===== src/rtl/vl_set_pkg.sv =====
package vl_set_pkg;

    localparam int CTRL_W = 12;
    localparam int IDX_W  = 5;

    typedef enum logic [2:0] {
        M_HOLD     = 3'd0,
        M_LOOP_IMM = 3'd1,
        M_LOOP_REG = 3'd2,
        M_ONE_OFF  = 3'd3,
        M_MAX_ONLY = 3'd4,
        M_BAD      = 3'd5
    } len_mode_e;

    typedef struct packed {
        len_mode_e        mode;
        logic [IDX_W-1:0] imm;
        logic [IDX_W-1:0] dst;
    } len_cmd_t;

endpackage


===== src/rtl/vl_set_decode.sv =====
module vl_set_decode
    import vl_set_pkg::*;
(
    input  logic [CTRL_W-1:0] ctrl,
    output len_cmd_t          cmd
);
    // Field slices: bit 11 selects one-off vs loop, bit 0 is the sub-select,
    // bits 10:6 name the destination, bits 5:1 carry immediate or source index.
    logic             sel_hi;
    logic             sel_lo;
    logic [IDX_W-1:0] mid;

    always_comb begin
        sel_hi   = ctrl[11];
        sel_lo   = ctrl[0];
        mid      = ctrl[5:1];
        cmd.imm  = mid;
        cmd.dst  = ctrl[10:6];
        if (ctrl == '0) begin
            cmd.mode = M_HOLD;
        end else if (!sel_hi && !sel_lo) begin
            cmd.mode = M_LOOP_IMM;
        end else if (!sel_hi && sel_lo) begin
            cmd.mode = (mid == '0) ? M_BAD : M_LOOP_REG;
        end else if (sel_hi && !sel_lo) begin
            cmd.mode = M_ONE_OFF;
        end else begin
            cmd.mode = M_MAX_ONLY;
        end
    end
endmodule


===== src/rtl/vl_set_next.sv =====
module vl_set_next
    import vl_set_pkg::*;
#(
    parameter int VL_W = 6,
    parameter int XLEN = 64
) (
    input  len_cmd_t         cmd,
    input  logic [XLEN-1:0]  src_value,
    input  logic [VL_W-1:0]  vl_cur,
    input  logic [VL_W-1:0]  mvl_cur,
    output logic [VL_W-1:0]  vl_nxt,
    output logic [VL_W-1:0]  mvl_nxt,
    output logic             writes_vl,
    output logic             bad_op
);
    localparam logic [VL_W-1:0] ONE = VL_W'(1);

    logic [VL_W-1:0] imm_len;
    logic [XLEN-1:0] mvl_wide;
    logic [VL_W-1:0] src_capped;
    logic [VL_W-1:0] vl_fit;

    always_comb begin
        imm_len    = VL_W'(cmd.imm) + ONE;
        mvl_wide   = XLEN'(mvl_cur);
        src_capped = (src_value > mvl_wide) ? mvl_cur : src_value[VL_W-1:0];
        vl_fit     = (vl_cur > imm_len) ? imm_len : vl_cur;
    end

    always_comb begin
        vl_nxt    = vl_cur;
        mvl_nxt   = mvl_cur;
        writes_vl = 1'b0;
        bad_op    = 1'b0;
        unique case (cmd.mode)
            M_HOLD: begin
            end
            M_LOOP_IMM: begin
                vl_nxt    = imm_len;
                writes_vl = 1'b1;
            end
            M_LOOP_REG: begin
                vl_nxt    = src_capped;
                writes_vl = 1'b1;
            end
            M_ONE_OFF: begin
                vl_nxt    = imm_len;
                mvl_nxt   = imm_len;
                writes_vl = 1'b1;
            end
            M_MAX_ONLY: begin
                mvl_nxt   = imm_len;
                vl_nxt    = vl_fit;
                writes_vl = 1'b1;
            end
            M_BAD: begin
                bad_op = 1'b1;
            end
            default: begin
            end
        endcase
    end
endmodule


===== src/rtl/vl_set_unit.sv =====
module vl_set_unit
    import vl_set_pkg::*;
#(
    parameter int VL_W = 6,
    parameter int XLEN = 64
) (
    input  logic             clk,
    input  logic             rst_n,
    input  logic             req_valid,
    input  logic [11:0]      len_ctrl,
    input  logic [XLEN-1:0]  src_value,
    output logic [4:0]       src_idx,
    output logic [VL_W-1:0]  vl_o,
    output logic [VL_W-1:0]  mvl_o,
    output logic             wb_req,
    output logic [4:0]       wb_idx,
    output logic [XLEN-1:0]  wb_data,
    output logic             illegal
);
    localparam logic [VL_W-1:0] RST_LEN = VL_W'(1);
    localparam int              PAD_W   = XLEN - VL_W;

    len_cmd_t        cmd;
    logic [VL_W-1:0] vl_nxt;
    logic [VL_W-1:0] mvl_nxt;
    logic            writes_vl;
    logic            bad_op;

    logic [VL_W-1:0] vl_q,  mvl_q;
    logic            wb_q,  ill_q;
    logic [4:0]      wbi_q;

    vl_set_decode u_dec (
        .ctrl (len_ctrl),
        .cmd  (cmd)
    );

    vl_set_next #(.VL_W(VL_W), .XLEN(XLEN)) u_nxt (
        .cmd       (cmd),
        .src_value (src_value),
        .vl_cur    (vl_q),
        .mvl_cur   (mvl_q),
        .vl_nxt    (vl_nxt),
        .mvl_nxt   (mvl_nxt),
        .writes_vl (writes_vl),
        .bad_op    (bad_op)
    );

    // Length state register
    always_ff @(posedge clk or negedge rst_n) begin
        if (!rst_n) begin
            vl_q  <= RST_LEN;
            mvl_q <= RST_LEN;
        end else if (req_valid) begin
            vl_q  <= vl_nxt;
            mvl_q <= mvl_nxt;
        end
    end

    // Pulse outputs register
    always_ff @(posedge clk or negedge rst_n) begin
        if (!rst_n) begin
            wb_q  <= 1'b0;
            ill_q <= 1'b0;
            wbi_q <= '0;
        end else begin
            wb_q  <= req_valid && writes_vl && (cmd.dst != '0);
            ill_q <= req_valid && bad_op;
            wbi_q <= cmd.dst;
        end
    end

    always_comb begin
        src_idx = len_ctrl[5:1];
        vl_o    = vl_q;
        mvl_o   = mvl_q;
        wb_req  = wb_q;
        wb_idx  = wbi_q;
        wb_data = {{PAD_W{1'b0}}, vl_q};
        illegal = ill_q;
    end

    a_r2_hold_no_change: assert property (@(posedge clk) disable iff (!rst_n)
        (req_valid && len_ctrl == 12'd0) |=> ($stable(vl_o) && $stable(mvl_o) && !wb_req && !illegal));

    a_r4_reg_capped: assert property (@(posedge clk) disable iff (!rst_n)
        (req_valid && !len_ctrl[11] && len_ctrl[0] && len_ctrl[5:1] != 5'd0)
        |=> (vl_o <= mvl_o && $stable(mvl_o)));

    a_r5_bad_src: assert property (@(posedge clk) disable iff (!rst_n)
        (req_valid && !len_ctrl[11] && len_ctrl[0] && len_ctrl[5:1] == 5'd0)
        |=> (illegal && !wb_req && $stable(vl_o) && $stable(mvl_o)));

    a_r6_one_off: assert property (@(posedge clk) disable iff (!rst_n)
        (req_valid && len_ctrl[11] && !len_ctrl[0])
        |=> (vl_o == mvl_o && 32'(mvl_o) == 32'($past(len_ctrl[5:1])) + 32'd1));

    a_r7_max_only: assert property (@(posedge clk) disable iff (!rst_n)
        (req_valid && len_ctrl[11] && len_ctrl[0])
        |=> (vl_o <= mvl_o && vl_o <= $past(vl_o)));

    a_r8_wb_shape: assert property (@(posedge clk) disable iff (!rst_n)
        wb_req |-> (wb_idx != 5'd0 && wb_data == {{PAD_W{1'b0}}, vl_o}));

    a_r9_idle_quiet: assert property (@(posedge clk) disable iff (!rst_n)
        !req_valid |=> (!wb_req && !illegal && $stable(vl_o) && $stable(mvl_o)));

    a_r5_pulse_exclusive: assert property (@(posedge clk) disable iff (!rst_n)
        !(wb_req && illegal));

endmodule


===== config.mk =====
export PLATFORM = sky130hd
export DESIGN_NAME = vl_set_unit
export DESIGN_NICKNAME = d
export VERILOG_FILES = /design/src/rtl/vl_set_pkg.sv /design/src/rtl/vl_set_decode.sv /design/src/rtl/vl_set_next.sv /design/src/rtl/vl_set_unit.sv
export SDC_FILE = /design/constraint.sdc
export NUM_CORES = 1
export LEC_CHECK = 0
export ABC_AREA = 1
export CORE_ASPECT_RATIO = 0.6
export CORE_MARGIN = 3
export CORE_UTILIZATION = 50
export CTS_CLUSTER_SIZE = 24
export DETAILED_ROUTE_END_ITERATION = 6
export DONT_BUFFER_PORTS = 1
export PLACE_DENSITY = 0.69
export SYNTH_ARGS = -nofsm -noshare
export SYNTH_HDL_FRONTEND = slang
export SYNTH_HIERARCHICAL = 1
export SYNTH_SLANG_ARGS = --single-unit

===== constraint.sdc =====
create_clock -name clk -period 4.7 [get_ports clk]
set_input_delay 0.235 -clock clk [delete_from_list [all_inputs] [get_ports clk]]
set_output_delay 0.235 -clock clk [all_outputs]
set_load 0.1 [all_outputs]

==> results.toml <==
[power]
internal_power_uw = 301
comb_power_share = 0.432
switching_power_uw = 576
p_seq_frac = 0.436
switching_share = 0.657
power_frac_clock = 0.132
power_per_cell_area_mw_per_mm2 = 406
max-vdd-ir-drop_uv = 184
power.static_leakage_uw = 0.00114

[placement]
placed_cells = 392
place_congestion = 0.826
dp.final_hpwl_um = 4230
port_buffers = 0
place_ws_ns = 2.05

[grt]
groute.usage.overall = 0.165
global_route.overflow_total = 0
via_count_of_the_first_global_routing_pass = 1575
grt_first_pass_wirelength_um = 7310
grt_start_max_net_pins = 27
antenna_violations_before_repair = 0

[final_layout]
multi_input_area_mm2 = 0.00129
antenna_cells = 0
most-common-layout-cells = "70 x sky130_fd_sc_hd__nand2_1, 58 x sky130_fd_sc_hd__conb_1, 48 x sky130_fd_sc_hd__inv_1"
layout-area-overhead-vs-synth_pct = -8.73
ff_latch_area_um2 = 484
finish.cell_count_without_fillers = 402
most_common_cell_after_layout_fill_and_taps_aside = "sky130_fd_sc_hd__nand2_1"
final.fill_count = 457
nNetsFinal = 435
drive_gt1_frac = 0.0936

[route]
drt_iter0_markers = 72
detailroute.via_count = 1820
drt_pre_antenna_iters = 4
antenna_left = 0
routed_via_density = 4.53
post_drt_wl_per_cell_um = 12.1
drt_wl_total_um = 4870
route.detailed.drc = 0

[timing]
tightest_slew_ns = 1.01
setup_repair_after_global_routing_missed_its_margin = "no"
fmaxAchievable_mhz = 375
finalHoldViolCount = 0
relSlewSlack = 0.326
timing.setup.tns_ns = 0
fin_skew_ns = 0.00135
layout_setup_ws_ns = 2.03
fin_crit_sh = 0.568
post-route-min-period_ns = 2.67
number_of_failing_setup_endpoints_in_the_final_timing_report = 0
drv_slew = 0

[logic_synthesis]
synth_sequential_area_ratio = 0.202
synth_area_mm2 = 0.00237
syn-mean-instance-area_um2 = 6.66
synth_largest_type_area_fraction = 0.254
post_synth_inst_count = 355
yosys_warnings = 6
area_contributors_post_synth = "sky130_fd_sc_hd__buf_4 25%, sky130_fd_sc_hd__dfrtp_1 18%, sky130_fd_sc_hd__nand2_1 11%"
synth_top_area_cell = "sky130_fd_sc_hd__buf_4"
synth-seq-cells = 19
synthDistinctLibCells = 28

[die]
ios = 167
die-area_mm2 = 0.00562
floorplan.die.width_um = 94.8
core-area_mm2 = 0.00432
die_span_in_y_um = 59.3
start_util = 0.547
placement_rows = 18

[clock_network]
htreeDepth = 1
clk_pin_slew_ns = 0.07
cts.sinks = 19
cts_tree = "done"
worstSkewPairLatency_ns = 0.26
clock_tree.buffer_depth = 2
clockRootBuffer = "sky130_fd_sc_hd__clkbuf_8"
post_cts_sizing_count = 0
tritoncts.num_buffers = 3

[hold_path]
min_path_type = "primary input to flop"

[critical_path]
timing.critical_path.to_type = "flop"
timing_worst_setup_path_type = "flop to flop"
crit_path_start_kind = "flop"
cp.required_ns = 4.85
timing.critical_path.arrival_ns = 2.82
worst-path-max-fanout = 7

[flow_run]
max-cap-violations = 0

[run_status]
outcome = "complete, no violations"
-- state kept, by name, indices dropped and copies added, names as in the netlist --
| signal | count |
|---|---|
| vl_o | 6 |
| wb_idx | 5 |
| illegal | 1 |
| mvl_o | 6 |
| wb_req | 1 |
-- layout make-up --
type | count | share of cell area
clock inverters | 1 | 0.00232
multi-input cells | 260 | 0.596
inverters | 51 | 0.0886
clock buffers | 3 | 0.0191
well taps | 60 | 0.0348
flip-flops and latches | 19 | 0.224
repair buffers | 8 | 0.0348
-- synth_stat cells --
| master | count |
|---|---|
| sky130_fd_sc_hd__inv_1 | 48 |
| sky130_fd_sc_hd__nand4_1 | 9 |
| sky130_fd_sc_hd__o211ai_1 | 2 |
| sky130_fd_sc_hd__a21oi_2 | 1 |
| sky130_fd_sc_hd__nand3_4 | 1 |
| sky130_fd_sc_hd__a21boi_1 | 1 |
| sky130_fd_sc_hd__o21ai_0 | 12 |
| sky130_fd_sc_hd__nand3_1 | 19 |
| sky130_fd_sc_hd__conb_1 | 1 |
| sky130_fd_sc_hd__nor2_2 | 7 |
| sky130_fd_sc_hd__o21ai_1 | 7 |
| sky130_fd_sc_hd__inv_2 | 1 |
| sky130_fd_sc_hd__nor2_4 | 2 |
| sky130_fd_sc_hd__ha_1 | 13 |
| sky130_fd_sc_hd__dfstp_2 | 2 |
| sky130_fd_sc_hd__dfrtp_1 | 17 |
| sky130_fd_sc_hd__nor3_2 | 1 |
| sky130_fd_sc_hd__clkinv_1 | 2 |
| sky130_fd_sc_hd__nand2_1 | 70 |
| sky130_fd_sc_hd__nor2_8 | 1 |
| sky130_fd_sc_hd__a21oi_1 | 4 |
| sky130_fd_sc_hd__o21bai_1 | 1 |
| sky130_fd_sc_hd__nor2_1 | 44 |
| sky130_fd_sc_hd__nand3_2 | 3 |
| sky130_fd_sc_hd__buf_6 | 2 |
| sky130_fd_sc_hd__nand2_2 | 2 |
| sky130_fd_sc_hd__xor2_1 | 2 |
| sky130_fd_sc_hd__buf_4 | 80 |
-- critical path, cell delays in order (launching register included) --
cell and delay (ns):
sky130_fd_sc_hd__dfrtp_1 0.95, sky130_fd_sc_hd__inv_1 0.23, sky130_fd_sc_hd__ha_1 0.35, sky130_fd_sc_hd__nand2_1 0.06, sky130_fd_sc_hd__nand2_1 0.08, sky130_fd_sc_hd__a21oi_2 0.12
sky130_fd_sc_hd__nand3_1 0.11, sky130_fd_sc_hd__nor2_4 0.20, sky130_fd_sc_hd__nand4_1 0.14, sky130_fd_sc_hd__nand3_1 0.11, sky130_fd_sc_hd__nand3_1 0.06, sky130_fd_sc_hd__nand2_1 0.07
sky130_fd_sc_hd__o21ai_0 0.07
-- what timing repair did --
action                                 4_1_cts  5_1_grt
hold buffers                                 6        0
setup buffers                                0        0
endpoints found under the hold margin       24        0
-- metal layers --
layer / share of wire / track usage
met5: 0 / 0
met4: 0.0033 / 0.0185
met3: 0.12 / 0.0508
met2: 0.42 / 0.239
met1: 0.46 / 0.248
-- per-stage QoR --
stage | power, uW | area [um^2] | utilization | hold slack, ns
floorplan | 800 | 2580 | - | -0.0606
global placement | 752 | 2050 | 0.475 | -0.0601
detailed placement | 756 | 2050 | 0.475 | -0.0601
CTS | 882 | 2160 | 0.499 | 0.0405
global route | 923 | 2160 | 0.499 | 0.0548
finish | 877 | 2160 | 0.499 | 0.0503
-- power by group through the flow --
stage	sequential [uW]	clock [uW]	combinational, uW
after floorplan	348	0	452
after global placement	385	0	367
after detailed placement	387	0	370
after CTS	383	121	378
after global routing	386	127	409
final	382	116	378
-- worst paths after layout --
kind	from	to	slack (ns)	depth (start not counted)
worst max-delay path	mvl_o[5]	vl_o[4]	2.03	12
worst min-delay path	req_valid	vl_o[0]	0.05	1
worst max register to register	mvl_o[5]	vl_o[4]	2.03	12
worst min register to register	mvl_o[0]	mvl_o[0]	0.74	2
max in group asynchronous	rst_n	vl_o[5]	3.54	1
min in group asynchronous	rst_n	mvl_o[2]	0.54	1
-- kinds of logic after synthesis --
family,Yosys count,share of synthesized area
and+or+nand+nor,159,0.311
buffers and inverters,133,0.344
AOI/OAI and AO/OA,28,0.0650
DFF,19,0.202
adders and majority gates,13,0.0687
xor gates and xnor gates,2,0.00740
other,1,0.00158
(Power assumes the default switching activity.)
